<file path="src/rtl/chrmem_pkg.sv">
package chrmem_pkg;
  localparam int unsigned CHR_DATA_W = 8;
  localparam int unsigned CHR_DEPTH  = 128;

  typedef enum logic [1:0] {
    SR_HOLD    = 2'd0,
    SR_CAPTURE = 2'd1,
    SR_SHIFT   = 2'd2
  } sr_op_e;
endpackage

</file>
<file path="src/rtl/chrmem_addr_sel.sv">
module chrmem_addr_sel #(
  parameter int unsigned ADDR_W = 7
) (
  input  logic              clk,
  input  logic              rst_n,
  input  logic              host_sel,
  input  logic              addr_ld,
  input  logic [ADDR_W-1:0] addr_in,
  input  logic              eng_hold,
  input  logic [ADDR_W-1:0] eng_addr,
  output logic [ADDR_W-1:0] addr_q,
  output logic [ADDR_W-1:0] mem_addr
);
  logic              addr_en;
  logic [ADDR_W-1:0] addr_d;

  always_comb begin
    addr_en = host_sel & addr_ld;
    addr_d  = addr_in;
  end

  always_ff @(posedge clk or negedge rst_n) begin
    if (!rst_n) begin
      addr_q <= '0;
    end else if (addr_en) begin
      addr_q <= addr_d;
    end
  end

  always_comb begin
    mem_addr = eng_hold ? addr_q : eng_addr;
  end
endmodule

</file>
<file path="src/rtl/chrmem_array.sv">
module chrmem_array #(
  parameter int unsigned DATA_W = 8,
  parameter int unsigned DEPTH  = 128,
  localparam int unsigned ADDR_W = $clog2(DEPTH)
) (
  input  logic              clk,
  input  logic              we,
  input  logic [ADDR_W-1:0] waddr,
  input  logic [DATA_W-1:0] wdata,
  input  logic [ADDR_W-1:0] raddr,
  output logic [DATA_W-1:0] rdata
);
  logic [DATA_W-1:0] mem [DEPTH];

  always_ff @(posedge clk) begin
    if (we) begin
      mem[waddr] <= wdata;
    end
  end

  always_comb begin
    rdata = mem[raddr];
  end
endmodule

</file>
<file path="src/rtl/chrmem_strobe_edge.sv">
module chrmem_strobe_edge (
  input  logic clk,
  input  logic rst_n,
  input  logic strobe,
  output logic rise
);
  logic strobe_q;

  always_ff @(posedge clk or negedge rst_n) begin
    if (!rst_n) begin
      strobe_q <= 1'b0;
    end else begin
      strobe_q <= strobe;
    end
  end

  always_comb begin
    rise = strobe & ~strobe_q;
  end
endmodule

</file>
<file path="src/rtl/chrmem_serializer.sv">
module chrmem_serializer
  import chrmem_pkg::*;
#(
  parameter int unsigned DATA_W = 8
) (
  input  logic              clk,
  input  logic              rst_n,
  input  logic              strobe_rise,
  input  logic              mode_shift,
  input  logic              host_sel,
  input  logic [DATA_W-1:0] par_in,
  output logic              ser_out,
  output logic [DATA_W-1:0] word_q
);
  sr_op_e            op;
  logic [DATA_W-1:0] word_d;
  logic              ser_d;
  logic              word_en;

  always_comb begin
    op = SR_HOLD;
    if (strobe_rise) begin
      if (mode_shift) begin
        op = SR_SHIFT;
      end else if (host_sel) begin
        op = SR_CAPTURE;
      end
    end
  end

  for (genvar i = 0; i < DATA_W; i++) begin : g_stage
    logic upper;
    if (i == DATA_W - 1) begin : g_top
      assign upper = 1'b0;
    end else begin : g_mid
      assign upper = word_q[i+1];
    end
    always_comb begin
      unique case (op)
        SR_CAPTURE: word_d[i] = par_in[i];
        SR_SHIFT:   word_d[i] = upper;
        default:    word_d[i] = word_q[i];
      endcase
    end
  end

  always_comb begin
    word_en = (op != SR_HOLD);
    ser_d   = (op == SR_SHIFT) ? word_q[0] : ser_out;
  end

  always_ff @(posedge clk or negedge rst_n) begin
    if (!rst_n) begin
      word_q  <= '0;
      ser_out <= 1'b0;
    end else begin
      if (word_en) begin
        word_q <= word_d;
      end
      ser_out <= ser_d;
    end
  end
endmodule

</file>
<file path="src/rtl/chrmem_host_port.sv">
module chrmem_host_port
  import chrmem_pkg::*;
#(
  parameter int unsigned DATA_W = CHR_DATA_W,
  parameter int unsigned DEPTH  = CHR_DEPTH,
  localparam int unsigned ADDR_W = $clog2(DEPTH)
) (
  input  logic              clk,
  input  logic              rst_n,
  input  logic              host_sel,
  input  logic              addr_ld,
  input  logic              host_wr,
  input  logic [DATA_W-1:0] host_din,
  input  logic              mode_shift,
  input  logic              rd_strobe,
  output logic              ser_out,
  input  logic              eng_hold,
  input  logic [ADDR_W-1:0] eng_addr,
  output logic [DATA_W-1:0] eng_data
);
  logic [1:0]        rst_pipe;
  logic              rst_n_s;
  logic [ADDR_W-1:0] addr_q;
  logic [ADDR_W-1:0] mem_addr;
  logic              mem_we;
  logic              strobe_rise;
  logic [DATA_W-1:0] word_q;

  always_ff @(posedge clk or negedge rst_n) begin
    if (!rst_n) begin
      rst_pipe <= 2'b00;
    end else begin
      rst_pipe <= {rst_pipe[0], 1'b1};
    end
  end

  always_comb begin
    rst_n_s = rst_pipe[1];
    mem_we  = host_sel & host_wr & eng_hold;
  end

  chrmem_addr_sel #(.ADDR_W(ADDR_W)) u_addr (
    .clk      (clk),
    .rst_n    (rst_n_s),
    .host_sel (host_sel),
    .addr_ld  (addr_ld),
    .addr_in  (host_din[ADDR_W-1:0]),
    .eng_hold (eng_hold),
    .eng_addr (eng_addr),
    .addr_q   (addr_q),
    .mem_addr (mem_addr)
  );

  chrmem_array #(.DATA_W(DATA_W), .DEPTH(DEPTH)) u_mem (
    .clk   (clk),
    .we    (mem_we),
    .waddr (addr_q),
    .wdata (host_din),
    .raddr (mem_addr),
    .rdata (eng_data)
  );

  chrmem_strobe_edge u_edge (
    .clk    (clk),
    .rst_n  (rst_n_s),
    .strobe (rd_strobe),
    .rise   (strobe_rise)
  );

  chrmem_serializer #(.DATA_W(DATA_W)) u_sr (
    .clk         (clk),
    .rst_n       (rst_n_s),
    .strobe_rise (strobe_rise),
    .mode_shift  (mode_shift),
    .host_sel    (host_sel),
    .par_in      (eng_data),
    .ser_out     (ser_out),
    .word_q      (word_q)
  );
endmodule

</file>
<file path="config.mk">
export PLATFORM = sky130hd
export DESIGN_NAME = chrmem_host_port
export DESIGN_NICKNAME = d
export VERILOG_FILES = /design/src/rtl/chrmem_pkg.sv /design/src/rtl/chrmem_addr_sel.sv /design/src/rtl/chrmem_array.sv /design/src/rtl/chrmem_strobe_edge.sv /design/src/rtl/chrmem_serializer.sv /design/src/rtl/chrmem_host_port.sv
export SDC_FILE = /design/constraint.sdc
export NUM_CORES = 1
export LEC_CHECK = 0
export BUFFER_PORTS_ARGS = -buffer_cell sky130_fd_sc_hd__buf_2
export CORE_ASPECT_RATIO = 2
export CORE_MARGIN = 2
export CORE_UTILIZATION = 63
export CTS_CLUSTER_DIAMETER = 50
export DETAILED_ROUTE_END_ITERATION = 7
export GPL_ROUTABILITY_DRIVEN = 1
export PLACE_DENSITY_LB_ADDON = 0.1
export SKIP_CTS_REPAIR_TIMING = 1
export SYNTH_ARGS = -nofsm -noshare
export SYNTH_HDL_FRONTEND = slang
export SYNTH_HIERARCHICAL = 1
export SYNTH_SLANG_ARGS = --single-unit
</file>
<file path="constraint.sdc">
create_clock -name clk -period 4.45 [get_ports clk]
set_input_delay 0.445 -clock clk [delete_from_list [all_inputs] [get_ports clk]]
set_output_delay 0.445 -clock clk [all_outputs]
set_load 0.02 [all_outputs]
</file>
==> Yosys cells after proc, flatten, opt, wreduce, memory -nomap -nowiden <==
Memories as Yosys holds them, arrays and structs flattened.
Cells that the tools add are included.
{ "classes": {"n_eq_ne": 2, "n_mux": 14, "n_bitwise": 5, "reduce_logical": 3} }
{ "op_table": {"columns": ["operator", "count"], "rows": [
  ["case mux 1 bit (2 select lines)", 8],
  ["two-way mux 7 bit", 1],
  ["bitwise AND 1 bit", 4],
  ["two-way mux 2 bit", 2],
  ["nonzero test 2 bit", 2],
  ["two-way mux 1 bit", 3],
  ["== test 2 x 1 -> 1 bit (second input constant)", 1],
  ["== test 2 bit (second input constant)", 1],
  ["AND reduction 2 bit", 1],
  ["NOT 1 bit", 1]
]} }
{ "word_totals": {"out_inout_bits": 9, "ff_bits": 19, "mem_bits_rw": 1024, "memories": 1, "in_bits": 23} }
{ "mem_list": {"columns": ["name", "words", "word_bits", "read_ports", "rd_ports_with_merged_regs", "write_ports", "line", "rtl"], "rows": [
  ["u_mem.mem", 128, 8, 1, 0, 1, "chrmem_array.sv:13", "logic [DATA_W-1:0] mem [DEPTH];"]
]} }

==> Depth between registers and ports, before layout <==
{ "depth": {"depth_word": 6, "ltp_mapped": 11} }

==> Modules after synthesis <==
Netlist, hierarchy kept.
{ "modules_own_cells": {"columns": ["mod", "seq_area_each_um2", "n_inst", "cells_each", "area_per_inst_um2"], "rows": [
  ["chrmem_array", 30749.5, 1, 1627, 39505.4],
  ["chrmem_serializer", 225.2, 1, 40, 451.7],
  ["chrmem_addr_sel", 175.2, 1, 23, 350.3],
  ["chrmem_host_port", 50.0, 1, 4, 60.1],
  ["chrmem_strobe_edge", 25.0, 1, 2, 38.8]
]} }

==> Least setup slack after synthesis <==
OpenSTA, ideal clock, no wires.
{ "synth_path": {"path_kind": "input -> output", "startpoint": "in eng_hold", "endpoint": "out eng_data[7]", "path_slack_ns": 0.758, "n_path_buf": 3, "path_stages": 8, "t_arrival_ns": 3.247, "required_time_ns": 4.005, "cell_sequence": "buf_6 mux2_2 clkbuf_1 buf_1 mux4_2 mux4_2 mux4_2 mux2_2"} }
{ "synth_via": {"elab_chain_len": 2} }
{ "synth_lines": {"columns": ["element", "line", "rtl"], "rows": [
  ["from (decl)", "chrmem_host_port.sv:17", "input logic eng_hold,"],
  ["two-way mux 7 bit", "chrmem_addr_sel.sv:31", "mem_addr = eng_hold ? addr_q : eng_addr;"],
  ["net mem_addr[0]", "chrmem_host_port.sv:24", "logic [ADDR_W-1:0] mem_addr;"],
  ["memory (128 x 8 bit)", null, null],
  ["to (decl)", "chrmem_host_port.sv:19", "output logic [DATA_W-1:0] eng_data"]
]} }
The timed path passes the listed nets, and every way through them passes these cells.

==> Final worst setup path <==
{ "layout_path": {"startpoint": "reg u_addr.addr_q[2]", "endpoint": "out eng_data[6]"} }
{ "layout_via": {"elab_chain_len": 2} }
{ "layout_lines": {"columns": ["element", "line", "rtl"], "rows": [
  ["from (decl)", "chrmem_addr_sel.sv:11", "output logic [ADDR_W-1:0] addr_q,"],
  ["from (signal assigned)", "chrmem_addr_sel.sv:26", "addr_q <= addr_d;"],
  ["two-way mux 7 bit", "chrmem_addr_sel.sv:31", null],
  ["net mem_addr[2]", "chrmem_host_port.sv:24", null],
  ["memory (128 x 8 bit)", null, null]
]} }
The timed path passes the listed nets, and every way through them passes these cells.

==> key figures <==
CTS
  – Clock Sinks: roughly 1000
  – H-tree levels: 3
  – Num CTS Buffers: 86
  – CTS tree: done
  – Clock buffer depth: 3
  – Clock input transition at the sequential cells of the worst setup and hold paths: ~70 ps
  – Clock latency on the worst-skew pair: 680 ps
  – Root Driver: clkbuf_16

Place
  – Post-DP HPWL: 60.64 mm
  – Gp weighted congestion: between 0.8 and 0.9
  – DP Cell Count: 2596
  – Placed Area: 42610 µm²
  – I/O Buffers: 31

Job
  – Max cap viols: 0

Finish
  – Area grow syn2layout: 13.03%
  – Final Non-Filler Cells: between 2000 and 3000
  – Util after Layout: 71.81%
  – Most common cell after layout, fill and taps aside: edfxtp_1
  – Ant. Diodes: 0
  – NumNets Final: 1924
  – Final instance area: approximately 46000 µm²
  – Most frequent cells in the layout: edfxtp_1, mux4_2, buf_4
  – Layout cells sized above 1: a little over a third
  – # fillers: approximately 3700

Timing
  – Layout Skew: 31.88 ps
  – Fin crit period: ~4400 ps
  – Total negative slack: 0 ps
  – Final Max Tran Viols: 0
  – Fin. Hold Viols: 0
  – Crit share post-route: between 90% and 100%
  – Final setup viols: 0
  – F_max: around 230 MHz
  – Relative slew slack: between 10% and 20%
  – RSZ-0062 raised after global routing: true
  – Worst Tran Pin Value: 1309 ps

Pwr
  – Total power: 20.99 mW
  – Clock share of power: 37.2%
  – Switching share of total power: ~22%
  – P_int: 16.28 mW
  – Sequential share of power: 51.9%
  – Power per Cell Area: 459.5 nW/µm²
  – Psw: approximately 4.7 mW
  – Peak supply drop: roughly 440 µV
  – Leakage: 14.43 nW
  – Logic gate share of total power: around 11%

Worst hold path
  – Worst Hold Class: input pin to async pin

Yosys
  – Ys async rst share: 1.822%
  – YS warnings: 6
  – Cells after synthesis: 1696
  – Synthesized area per cell: 23.82 µm²
  – Number of synthesized flops with an enable pin: 1024
  – Synth Flop Type: edfxtp_1
  – Yosys reg bits: between 1000 and 1500
  – Yosys cell types: 28
  – Synthesized Nets: 1721
  – Post-synthesis sequential area ratio: 77.28%
  – Mapped cell area: slightly above 40000 µm²

Floorplanning
  – Row count: 131
  – Die Y-Extent: 362.2 µm
  – Starting Density: 63.54%
  – Die Width: 183.1 µm
  – Io pins: 32
  – Die Area: 66300 µm²
  – Core Area: 63600 µm²

Drt
  – 1st-iter DRT viols: 2077
  – Routed via count: 18650
  – DRT Pass-1 Iters: 5
  – Drc violations: 0
  – Routed Antenna Nets: 0
  – Routed len/inst: ~34 µm
  – Vias/cell: 6.737
  – Routed WL: 93.38 mm

Worst setup path
  – Crit Path Class: flop to primary output
  – Crit start category: flop
  – CP arrival: around 4000 ps
  – Critical Path RT: 4010 ps
  – CP endpoint kind: primary output
  – Crit-path max FO: 34
  – Worst Reg-to-Reg Cells: 9

Global routing
  – GR Overflow Total: 0
  – First-pass GRT wire length: 134.1 mm
  – Initial antenna violation count: 0
  – GRT Util Overall: 29.20%
  – Largest net degree at the start of global routing: between 100 and 150
  – Vias in the first global route: 19210

Outcome
  – Status: finished, final reports clean
==> critical path, stage by stage, from the launching register on <==
cell,delay (ps)
dfrtp_1,410
mux2_8,460
buf_12,260
buf_4,180
mux4_2,290
mux4_2,550
mux4_2,590
mux2_2,330
buf_2,170
==> stage by stage <==
step	setup WS, ps	hold WS [ps]
after detailed placement	308.5	234.0
after global placement	315.3	230.8
final	40.32	105.1
after global routing	-18.99	109.3
after floorplan	757.6	149.4
after CTS	-57.22	-469.8
==> registers in the layout, summed over array words and instances (netlist names) <==
name / count
u_sr/word_q: 8
rst_pipe: 2
u_edge/strobe_q: 1
u_sr/ser_out: 1
u_mem/mem: 1024
u_addr/addr_q: 7
==> synthesized netlist by cell type (2+ instances only) <==
cell	count	area share, %
nand4_1	3	0.046
buf_4	11	0.20
buf_2	15	0.19
nor3_1	9	0.11
buf_6	4	0.11
dfrtp_1	19	1.2
edfxtp_1	1024	76
buf_1	18	0.17
nor2b_1	7	0.11
o21ai_1	7	0.087
mux2i_1	7	0.17
nor2_1	122	1.1
mux2_2	23	0.64
nand2_1	22	0.20
ha_1	2	0.062
nand3_1	12	0.15
mux4_2	336	19
clkbuf_1	44	0.41
nand2b_1	2	0.031
==> final timing paths <==
kind	startpoint	endpoint	slack [ps]
setup / recovery	u_addr/addr_q[2]	eng_data[6]	40
hold / removal	rst_n	rst_pipe[1]	110
setup reg to reg	u_addr/addr_q[0]	u_sr/word_q[1]	920
hold reg to reg	rst_pipe[0]	rst_pipe[1]	360
max in group asynchronous	rst_pipe[1]	u_sr/word_q[7]	3480
min in group clk	addr_ld	u_addr/addr_q[1]	260
==> layer usage <==
| layer | wire length [µm] | share of wire (%) | track usage (%) | up-vias |
|---|---|---|---|---|
| met5 | 0 | 0 | 0 | - |
| met4 | 5251 | 5.6 | 14.05 | 0 |
| met3 | 5363 | 5.7 | 4.498 | 192 |
| met2 | 51600 | 55 | 52.21 | 761 |
| met1 | 31170 | 33 | 34.70 | 10080 |
| li1 | - | - | - | 7611 |
==> cells by family after synthesis <==
kind of cell / Yosys count / share of synthesized area (%)
other cells: 1 / 0.009281
fa+ha+maj: 2 / 0.06192
simple gates: 184 / 1.932
compound gates: 8 / 0.09907
mux: 366 / 19.54
flops: 1043 / 77.28
buf+inv: 92 / 1.078
==> power by group through the flow <==
stage               Sequential, mW  Combinational, mW  Clock, mW
detailed placement            11.1               2.29          0
finish                        10.9               2.31       7.80
CTS                           10.9               2.30       7.91
floorplan                     11.1               1.38          0
global placement              11.1               2.25          0
global route                  10.9               2.40       8.25
==> layout make-up <==
cell class / count / area [µm²] / share of cell area [%]
sequential: 1043 / 31220 / 68.37
multi-input combinational: 561 / 8796 / 19.26
tap: 798 / 998.5 / 2.186
timing repair buffer: 207 / 1745 / 3.822
clock buffer: 102 / 2286 / 5.005
clock inverter: 57 / 620.6 / 1.359
No activity file was read; power rests on OpenSTA's default activity.
